[src/rtl/gpio_irq_pkg.sv]
package gpio_irq_pkg;
  localparam int REG_AW   = 4;
  localparam int SLOT_W   = 4;
  localparam int SLOTS_PR = 8;

  typedef logic [REG_AW-1:0] reg_addr_t;

  localparam reg_addr_t A_IEN   = 4'd0;
  localparam reg_addr_t A_STAT  = 4'd1;
  localparam reg_addr_t A_DISP  = 4'd2;
  localparam reg_addr_t A_CLR   = 4'd3;
  localparam reg_addr_t A_MSET  = 4'd4;
  localparam reg_addr_t A_MCLR  = 4'd5;
  localparam reg_addr_t A_OUT   = 4'd6;
  localparam reg_addr_t A_IN    = 4'd7;
  localparam reg_addr_t A_DIR   = 4'd8;
  localparam reg_addr_t A_MODE0 = 4'd9;
  localparam reg_addr_t A_MODE1 = 4'd10;
  localparam reg_addr_t A_SRST  = 4'd15;

  typedef enum logic [2:0] {
    TRG_FALL = 3'd0,
    TRG_RISE = 3'd1,
    TRG_LOW  = 3'd2,
    TRG_HIGH = 3'd3,
    TRG_BOTH = 3'd4
  } trig_e;
endpackage

[src/rtl/gpio_sync.sv]
module gpio_sync #(
  parameter int W = 16
) (
  input  logic         clk_i,
  input  logic         rst_ni,
  input  logic [W-1:0] d_i,
  output logic [W-1:0] q_o
);
  logic [W-1:0] s1_q, s2_q;

  always_ff @(posedge clk_i or negedge rst_ni) begin
    if (!rst_ni) begin
      s1_q <= '0;
      s2_q <= '0;
    end else begin
      s1_q <= d_i;
      s2_q <= s1_q;
    end
  end

  assign q_o = s2_q;
endmodule

[src/rtl/gpio_trig_det.sv]
module gpio_trig_det
  import gpio_irq_pkg::*;
(
  input  logic       clk_i,
  input  logic       rst_ni,
  input  logic       lvl_i,
  input  logic [2:0] mode_i,
  output logic       hit_o
);
  logic prev_q;

  always_ff @(posedge clk_i or negedge rst_ni) begin
    if (!rst_ni) prev_q <= 1'b0;
    else         prev_q <= lvl_i;
  end

  always_comb begin
    case (mode_i)
      TRG_FALL: hit_o = prev_q & ~lvl_i;
      TRG_RISE: hit_o = ~prev_q & lvl_i;
      TRG_LOW:  hit_o = ~lvl_i;
      TRG_HIGH: hit_o = lvl_i;
      TRG_BOTH: hit_o = prev_q ^ lvl_i;
      default:  hit_o = 1'b0;
    endcase
  end
endmodule

[src/rtl/gpio_regs.sv]
module gpio_regs
  import gpio_irq_pkg::*;
#(
  parameter int NPINS = 16,
  localparam int MW = NPINS * SLOT_W
) (
  input  logic             clk_i,
  input  logic             rst_ni,
  input  logic             req_i,
  input  logic             we_i,
  input  logic [3:0]       addr_i,
  input  logic [31:0]      wdata_i,
  output logic [31:0]      rdata_o,
  input  logic [NPINS-1:0] pin_sync_i,
  input  logic [NPINS-1:0] hit_i,
  output logic [NPINS-1:0] ien_o,
  output logic [NPINS-1:0] stat_o,
  output logic [NPINS-1:0] mask_o,
  output logic [NPINS-1:0] out_o,
  output logic [NPINS-1:0] dir_o,
  output logic [MW-1:0]    mode_o,
  output logic             srst_o
);
  logic             wr;
  logic [NPINS-1:0] wd;
  logic [NPINS-1:0] clr_w;
  logic             srst_q;
  logic [NPINS-1:0] ien_q, stat_q, mask_q, out_q, dir_q;
  logic [SLOT_W-1:0] mode_q [NPINS];
  logic [31:0]      mode_w0, mode_w1;

  assign wr    = req_i & we_i;
  assign wd    = wdata_i[NPINS-1:0];
  assign clr_w = (wr && addr_i == A_CLR) ? wd : '0;

  always_ff @(posedge clk_i or negedge rst_ni) begin
    if (!rst_ni) begin
      srst_q <= 1'b0;
      ien_q  <= '0;
      stat_q <= '0;
      mask_q <= '1;
      out_q  <= '0;
      dir_q  <= '0;
      for (int p = 0; p < NPINS; p++) mode_q[p] <= '0;
    end else begin
      if (wr && addr_i == A_SRST) srst_q <= wdata_i[0];
      if (srst_q) begin
        ien_q  <= '0;
        stat_q <= '0;
        mask_q <= '1;
        out_q  <= '0;
        dir_q  <= '0;
        for (int p = 0; p < NPINS; p++) mode_q[p] <= '0;
      end else begin
        // new trigger wins over a same-cycle clear
        stat_q <= (stat_q & ~clr_w) | (hit_i & ien_q);
        if (wr) begin
          case (addr_i)
            A_IEN:   ien_q  <= wd;
            A_MSET:  mask_q <= mask_q | wd;
            A_MCLR:  mask_q <= mask_q & ~wd;
            A_OUT:   out_q  <= wd;
            A_DIR:   dir_q  <= wd;
            default: ;
          endcase
        end
        for (int p = 0; p < NPINS; p++) begin
          if (wr && addr_i == ((p < SLOTS_PR) ? A_MODE0 : A_MODE1))
            mode_q[p] <= wdata_i[SLOT_W*(p%SLOTS_PR) +: SLOT_W];
        end
      end
    end
  end

  always_comb begin
    mode_w0 = '0;
    mode_w1 = '0;
    for (int p = 0; p < NPINS; p++) begin
      if (p < SLOTS_PR) mode_w0[SLOT_W*(p%SLOTS_PR) +: SLOT_W] = mode_q[p];
      else              mode_w1[SLOT_W*(p%SLOTS_PR) +: SLOT_W] = mode_q[p];
    end
  end

  always_comb begin
    case (addr_i)
      A_IEN:   rdata_o = 32'(ien_q);
      A_STAT:  rdata_o = 32'(stat_q);
      A_DISP:  rdata_o = 32'(stat_q & ~mask_q);
      A_MSET:  rdata_o = 32'(mask_q);
      A_OUT:   rdata_o = 32'(out_q);
      A_IN:    rdata_o = 32'(pin_sync_i);
      A_DIR:   rdata_o = 32'(dir_q);
      A_MODE0: rdata_o = mode_w0;
      A_MODE1: rdata_o = mode_w1;
      A_SRST:  rdata_o = {31'd0, srst_q};
      default: rdata_o = '0;
    endcase
  end

  for (genvar p = 0; p < NPINS; p++) begin : g_mode_out
    assign mode_o[SLOT_W*p +: SLOT_W] = mode_q[p];
  end

  assign ien_o  = ien_q;
  assign stat_o = stat_q;
  assign mask_o = mask_q;
  assign out_o  = out_q;
  assign dir_o  = dir_q;
  assign srst_o = srst_q;
endmodule

[src/rtl/gpio_irq_port.sv]
module gpio_irq_port
  import gpio_irq_pkg::*;
#(
  parameter int NPINS = 16
) (
  input  logic             clk_i,
  input  logic             rst_ni,
  input  logic             req_i,
  input  logic             we_i,
  input  logic [3:0]       addr_i,
  input  logic [31:0]      wdata_i,
  output logic [31:0]      rdata_o,
  input  logic [NPINS-1:0] pin_i,
  output logic [NPINS-1:0] pin_o,
  output logic [NPINS-1:0] pin_oe_o,
  output logic             irq_o
);
  localparam int MW = NPINS * SLOT_W;

  logic [NPINS-1:0] pin_sync;
  logic [NPINS-1:0] hit;
  logic [NPINS-1:0] ien, stat, mask;
  logic [MW-1:0]    mode;
  logic             srst;

  gpio_sync #(.W(NPINS)) u_sync (
    .clk_i (clk_i),
    .rst_ni(rst_ni),
    .d_i   (pin_i),
    .q_o   (pin_sync)
  );

  for (genvar p = 0; p < NPINS; p++) begin : g_det
    gpio_trig_det u_det (
      .clk_i (clk_i),
      .rst_ni(rst_ni),
      .lvl_i (pin_sync[p]),
      .mode_i(mode[SLOT_W*p +: 3]),
      .hit_o (hit[p])
    );
  end

  gpio_regs #(.NPINS(NPINS)) u_regs (
    .clk_i     (clk_i),
    .rst_ni    (rst_ni),
    .req_i     (req_i),
    .we_i      (we_i),
    .addr_i    (addr_i),
    .wdata_i   (wdata_i),
    .rdata_o   (rdata_o),
    .pin_sync_i(pin_sync),
    .hit_i     (hit),
    .ien_o     (ien),
    .stat_o    (stat),
    .mask_o    (mask),
    .out_o     (pin_o),
    .dir_o     (pin_oe_o),
    .mode_o    (mode),
    .srst_o    (srst)
  );

  assign irq_o = |(stat & ~mask);
endmodule

[config.mk]
export PLATFORM = sky130hd
export DESIGN_NAME = gpio_irq_port
export DESIGN_NICKNAME = d
export VERILOG_FILES = /design/src/rtl/gpio_irq_pkg.sv /design/src/rtl/gpio_sync.sv /design/src/rtl/gpio_trig_det.sv /design/src/rtl/gpio_regs.sv /design/src/rtl/gpio_irq_port.sv
export SDC_FILE = /design/constraint.sdc
export NUM_CORES = 1
export LEC_CHECK = 0
export BUFFER_PORTS_ARGS = -buffer_cell sky130_fd_sc_hd__buf_4
export CORE_ASPECT_RATIO = 1.1
export CORE_MARGIN = 3
export CORE_UTILIZATION = 25
export CTS_CLUSTER_SIZE = 28
export DETAILED_ROUTE_END_ITERATION = 16
export HOLD_SLACK_MARGIN = 0.08
export PLACE_DENSITY = 0.43
export SLEW_MARGIN = 20
export SYNTH_ARGS = -nofsm -noshare
export SYNTH_HDL_FRONTEND = slang
export SYNTH_HIERARCHICAL = 1
export SYNTH_SLANG_ARGS = --single-unit
[constraint.sdc]
create_clock -name clk_i -period 5 [get_ports clk_i]
set_input_delay 1 -clock clk_i [delete_from_list [all_inputs] [get_ports clk_i]]
set_output_delay 1 -clock clk_i [all_outputs]
set_load 0.01 [all_outputs]
**After elaboration in Yosys (flattened, before gate mapping)**

Cells that the tools add are included.

- Equal/unequal tests: 75
- Multiplexer cells: 48
- Bitwise gates (word level): 92
- Reductions and logical operators: 33

Operators with widths:

| cell | count |
|---|---|
| $pmux W32 S10 | 1 |
| $mux W16 | 13 |
| $eq A3 B2 Y1 const B | 32 |
| $pmux W1 S5 | 16 |
| $and A16 B16 Y16 | 4 |
| $mux W4 | 16 |
| $mux W64 | 1 |
| $eq A3 B1 Y1 const B | 16 |
| $eq A3 B3 Y1 const B | 16 |
| $logic_not A3 Y1 | 16 |
| $not A16 Y16 | 3 |
| $and A1 B1 Y1 | 33 |
| $and A16 B32 Y32 | 1 |
| $not A1 Y1 | 32 |
| $not A16 Y32 | 1 |
| $or A16 B16 Y16 | 2 |
| $pmux W16 S2 | 1 |
| $eq A4 B3 Y1 const B | 4 |
| $eq A4 B4 Y1 const B | 4 |
| $reduce_or A16 Y1 | 1 |
| $xor A1 B1 Y1 | 16 |
| $reduce_bool A2 Y1 | 6 |
| $eq A4 B2 Y1 const B | 2 |
| $reduce_and A2 Y1 | 4 |
| 4 further kinds | 7 |

- Register bits: 193
- Output and inout bits: 65
- Logic and storage cells: 288

**Logic depth before layout (Yosys ltp)**

- Depth after elaboration: 7
- Depth in mapped cells: 8

**Hierarchy**

Netlist, hierarchy kept.

Modules (own cells, without submodules):

| module | instances | cells each | area each (um2) |
|---|---|---|---|
| gpio_regs | 1 | 816 | 7399.6 |
| gpio_trig_det | 16 | 10 | 102.6 |
| gpio_sync | 1 | 32 | 800.8 |
| gpio_irq_port | 1 | 21 | 178.9 |

**Worst setup path after synthesis**

Ideal clock, no wire load.

- Path kind: in2out
- Start: input port addr_i[3]
- End: output port rdata_o[8]
- Arrival: 2.174 ns
- Data required time: 4.000 ns
- Setup slack: 1.826 ns
- Stages: 6
- Path buffers: 3
- Cells stage by stage: buf_4 > or3b_2 > buf_2 > buf_6 > o221ai_1 > a311o_1

- Longest elaborated chain between the ends: 2
- Elaborated cells between the ends (all ways): 11
- Those cells by class: eq/ne: 9; mux: 1; reduce/logical: 1

RTL lines:

| item | RTL line | text |
|---|---|---|
| start, declared | gpio_irq_port.sv:10 | `input logic [3:0] addr_i,` |
| $eq A4 B4 Y1, or another cell as far along | gpio_regs.sv:85 | `case (addr_i)` |
| $pmux W32 S10 (*) | gpio_regs.sv:85 |  |
| end, declared | gpio_irq_port.sv:12 | `output logic [31:0] rdata_o,` |

Every way passes the cells marked *; elsewhere a longest branch is shown, timed or not.

**Worst setup path in the final report**

- Start: input port addr_i[0]
- End: output port rdata_o[14]

Same word-level chain as after synthesis.

==> results_dict.tcl <==
set metrics [dict create \
    status "completed" \
    final_util_pct 30.1 \
    ys.warnings.count 6 \
    ys_ff_latch 193 \
    synth_enable_flop_cells 0 \
    worst_ir_drop_vdd_mv 0.234 \
    worst-r2r-cell-count 4 \
    place_congestion 0.812 \
    antenna_cells_inserted 0 \
    worstHoldPathType "reg -> reg" \
    critical_path.slowest_cell "sky130_fd_sc_hd__nand2b_1" \
    grt_pass1_wl_um 52200 \
    die_width_um 197 \
    synth_top_area_share_pct 44.2 \
    wire_per_inst_um 21.0 \
    final_min_period_over_clock_period_pct 82.6 \
    std_cell_rows 76 \
    critical_path_class "in -> out" \
    placement.io_buffers 120 \
    critical_path.most_common_cell "sky130_fd_sc_hd__buf_4" \
    unrepaired_setup_endpoints_after_global_routing "false" \
    post_synth.cell_area_avg_um2 9.74 \
    clock-skew-final_ps 11.9 \
    drt_iter0_drc 530 \
    dp.final_hpwl_um 22500 \
    crit_path_end_kind "output port" \
    setup_slack_ps 870 \
    worst_pin_slew_ps 1020 \
    first_pass_iters 5 \
    setup_viols_final 0 \
    critPathMaxStageDelay_ps 640 \
    synthDominantAreaCellType "sky130_fd_sc_hd__dfrtp_1" \
    num_vias 7890 \
    core_um2 39400 \
    cp-start-kind "primary input" \
    series_of_cell_instances_along_the_critical_path "buf_4 -> nand2b_1 -> buf_4 -> o21ai_0 -> a31oi_1 -> o221ai_1 -> buf_4" \
    clock-sinks 193 \
    async_flop_share_pct 100 \
    routed_wl_um 34000 \
    filler_cell_count 4224 \
    pin_count 121 \
    critical_path_s_top_delay_family "buffers and inverters" \
    yosys_most_used_dff "sky130_fd_sc_hd__dfrtp_1" \
    clk_pin_slew_worst_paths_ps 70 \
    final_design_area_no_fill_um2 11900 \
    starting_density_of_the_core_pct 25.5 \
    postSynthNetCount 1117 \
    final_layout_size_suffix_gt1_share_pct 19.9 \
    cts_hold_buffers 0 \
    clkLatencyLatePin_ps 450 \
    ctsRootBufferMaster "sky130_fd_sc_hd__clkbuf_16" \
    post_synth_num_cell_types 46 \
    grt_pass1_vias 7934 \
    area.growth.synth_to_final_pct 18.3 \
    drv_cap 0 \
    cts_tree "yes" \
    grt_antenna_before_repair 0 \
    grt_usage_pct 16.1 \
    power.density_nw_per_um2 346 \
    pre_cts_slack_ps 886 \
    top_area_cells_in_the_synthesized_netlist "sky130_fd_sc_hd__dfrtp_1 (44%), sky130_fd_sc_hd__nand2_1 (6.9%), sky130_fd_sc_hd__mux2i_1 (6.4%)" \
    htree_levels 4 \
    critical_path_required_ps 4000 \
    synthCells 1029 \
    r2r_slack_ps 2410 \
    worst_slew_margin_rel_pct 31.9 \
    grt_max_degree 100 \
    synth-seq-area-share_pct 48.4 \
    ctsLongestPathBuffers 2 \
    path_max_fanout 36 \
    post_cts.repair.setup_buffers 0 \
    cp_data_arrival_time_ps 3130 \
    vias_per_cell 4.86 \
    cellLeakagePower_nw 5.36 \
    global_route.overflow_total 0 \
    cts_made_buffers 17 \
    critical_path_depth_in_cells 7 \
    highest_clock_rate_mhz 242 \
    floorplan.die_area_um2 42500 \
    ant_nets 0 \
    totalNegativeSetupSlack_ps 0 \
    worst-path-buf-inv 3 \
    timing.final.hold_violations 0 \
    die_h_um 216 \
    hold_depth 0 \
    drcViolationCount 0 \
    drv_slew 0 \
    post-route-min-period_ps 4130 \
    mappedNetlistArea_um2 10000 \
    cts_resized 0 \
    finalNetCount 1191 \
    dpl_cell_area_um2 11300 \
]
-- registers in the layout (all words and copies together) (netlist names) --
name / flops
g_det.u_det/prev_q: 16
u_regs/srst_o: 1
u_regs/dir_o: 16
u_regs/mask_o: 16
u_sync/q_o: 16
u_sync/s1_q: 16
u_regs/stat_o: 16
u_regs/ien_o: 16
u_regs/mode_o: 64
u_regs/out_o: 16
-- placed cells by master, fill, tap and decap left out, types with 17 or more instances in the layout --
cell | Yosys | routed
sky130_fd_sc_hd__ha_1 | 32 | 32
sky130_fd_sc_hd__a22oi_1 | 30 | 30
sky130_fd_sc_hd__mux2_2 | 17 | 17
sky130_fd_sc_hd__o21ai_0 | 49 | 49
sky130_fd_sc_hd__a21oi_1 | 113 | 113
sky130_fd_sc_hd__clkbuf_16 | 0 | 17
sky130_fd_sc_hd__nor2_1 | 59 | 59
sky130_fd_sc_hd__buf_4 | 11 | 135
sky130_fd_sc_hd__dfrtp_1 | 177 | 176
sky130_fd_sc_hd__mux2i_1 | 64 | 64
sky130_fd_sc_hd__inv_1 | 53 | 53
sky130_fd_sc_hd__nand2_1 | 185 | 185
-- cell families after synthesis --
family	Yosys count	synth area share (%)
XOR/XNOR	16	1.40
multiplexers	81	8.30
adder cells (fa/ha/maj)	32	4.00
AO/OA/AOI/OAI	271	17.4
AND/OR/NAND/NOR	302	14.2
buffers and inverters	134	6.27
flip-flops	193	48.4
-- worst paths after layout --
path,endpoint,start
min in group asynchronous,u_sync/s1_q[15],rst_ni
max,rdata_o[14],addr_i[0]
min,u_sync/q_o[9],u_sync/s1_q[9]
min reg2reg,u_sync/q_o[9],u_sync/s1_q[9]
max in group asynchronous,u_sync/s1_q[5],rst_ni
max reg2reg,u_regs/mask_o[10],u_regs/srst_o
-- layer usage --
layer	GRT usage (%)	wire length, µm	share of wire (%)	up-vias
met2	25.4	15700	46	196
met3	3.34	1550	4.5	20
met1	22.7	16200	48	3966
met5	0	0	0	-
met4	4.09	571	1.7	0
li1	-	-	-	3708
-- area by class of cell --
class	count	area (µm²)	share of cell area, %
inverters	53	199	1.68
repair buffers	136	1030	8.66
clock buffers	20	437	3.68
well taps	507	634	5.35
multi-input cells	702	4560	38.4
clock inverters	12	148	1.25
flip-flops and latches	193	4850	40.9
-- cells in the mapped netlist, types with 5 or more instances --
| cell type | number |
|---|---|
| sky130_fd_sc_hd__nor2b_4 | 5 |
| sky130_fd_sc_hd__o2bb2ai_1 | 8 |
| sky130_fd_sc_hd__inv_1 | 53 |
| sky130_fd_sc_hd__buf_4 | 11 |
| sky130_fd_sc_hd__nor2b_1 | 10 |
| sky130_fd_sc_hd__ha_1 | 32 |
| sky130_fd_sc_hd__dfstp_2 | 16 |
| sky130_fd_sc_hd__nor2_1 | 59 |
| sky130_fd_sc_hd__a31oi_1 | 10 |
| sky130_fd_sc_hd__dfrtp_1 | 177 |
| sky130_fd_sc_hd__buf_2 | 18 |
| sky130_fd_sc_hd__xnor2_1 | 16 |
| sky130_fd_sc_hd__mux2_2 | 17 |
| sky130_fd_sc_hd__a311o_1 | 7 |
| sky130_fd_sc_hd__a22oi_1 | 30 |
| sky130_fd_sc_hd__o221ai_1 | 15 |
| sky130_fd_sc_hd__or4b_1 | 16 |
| sky130_fd_sc_hd__mux2i_1 | 64 |
| sky130_fd_sc_hd__buf_6 | 8 |
| sky130_fd_sc_hd__o21ai_0 | 49 |
| sky130_fd_sc_hd__o22a_1 | 16 |
| sky130_fd_sc_hd__clkbuf_1 | 42 |
| sky130_fd_sc_hd__a22o_1 | 16 |
| sky130_fd_sc_hd__a21oi_1 | 113 |
| sky130_fd_sc_hd__nand2_1 | 185 |
-- metrics by stage --
| step | hold WS (ps) | instances | total power [W] |
|---|---|---|---|
| after floorplan | 331 | 1029 | 0.00240 |
| after global placement | 332 | 1591 | 0.00272 |
| after detailed placement | 335 | 1591 | 0.00273 |
| after CTS | 340 | 1623 | 0.00417 |
| after global routing | 356 | 1623 | 0.00433 |
| final | 341 | 1623 | 0.00410 |
-- power breakdown --
group          total [W]  internal (W)  switching, W
clock network    0.00141      0.000751      0.000659
logic           0.000676      0.000306      0.000371
registers        0.00202       0.00178      0.000239
total            0.00410       0.00284       0.00127
(Power assumes the default switching activity.)
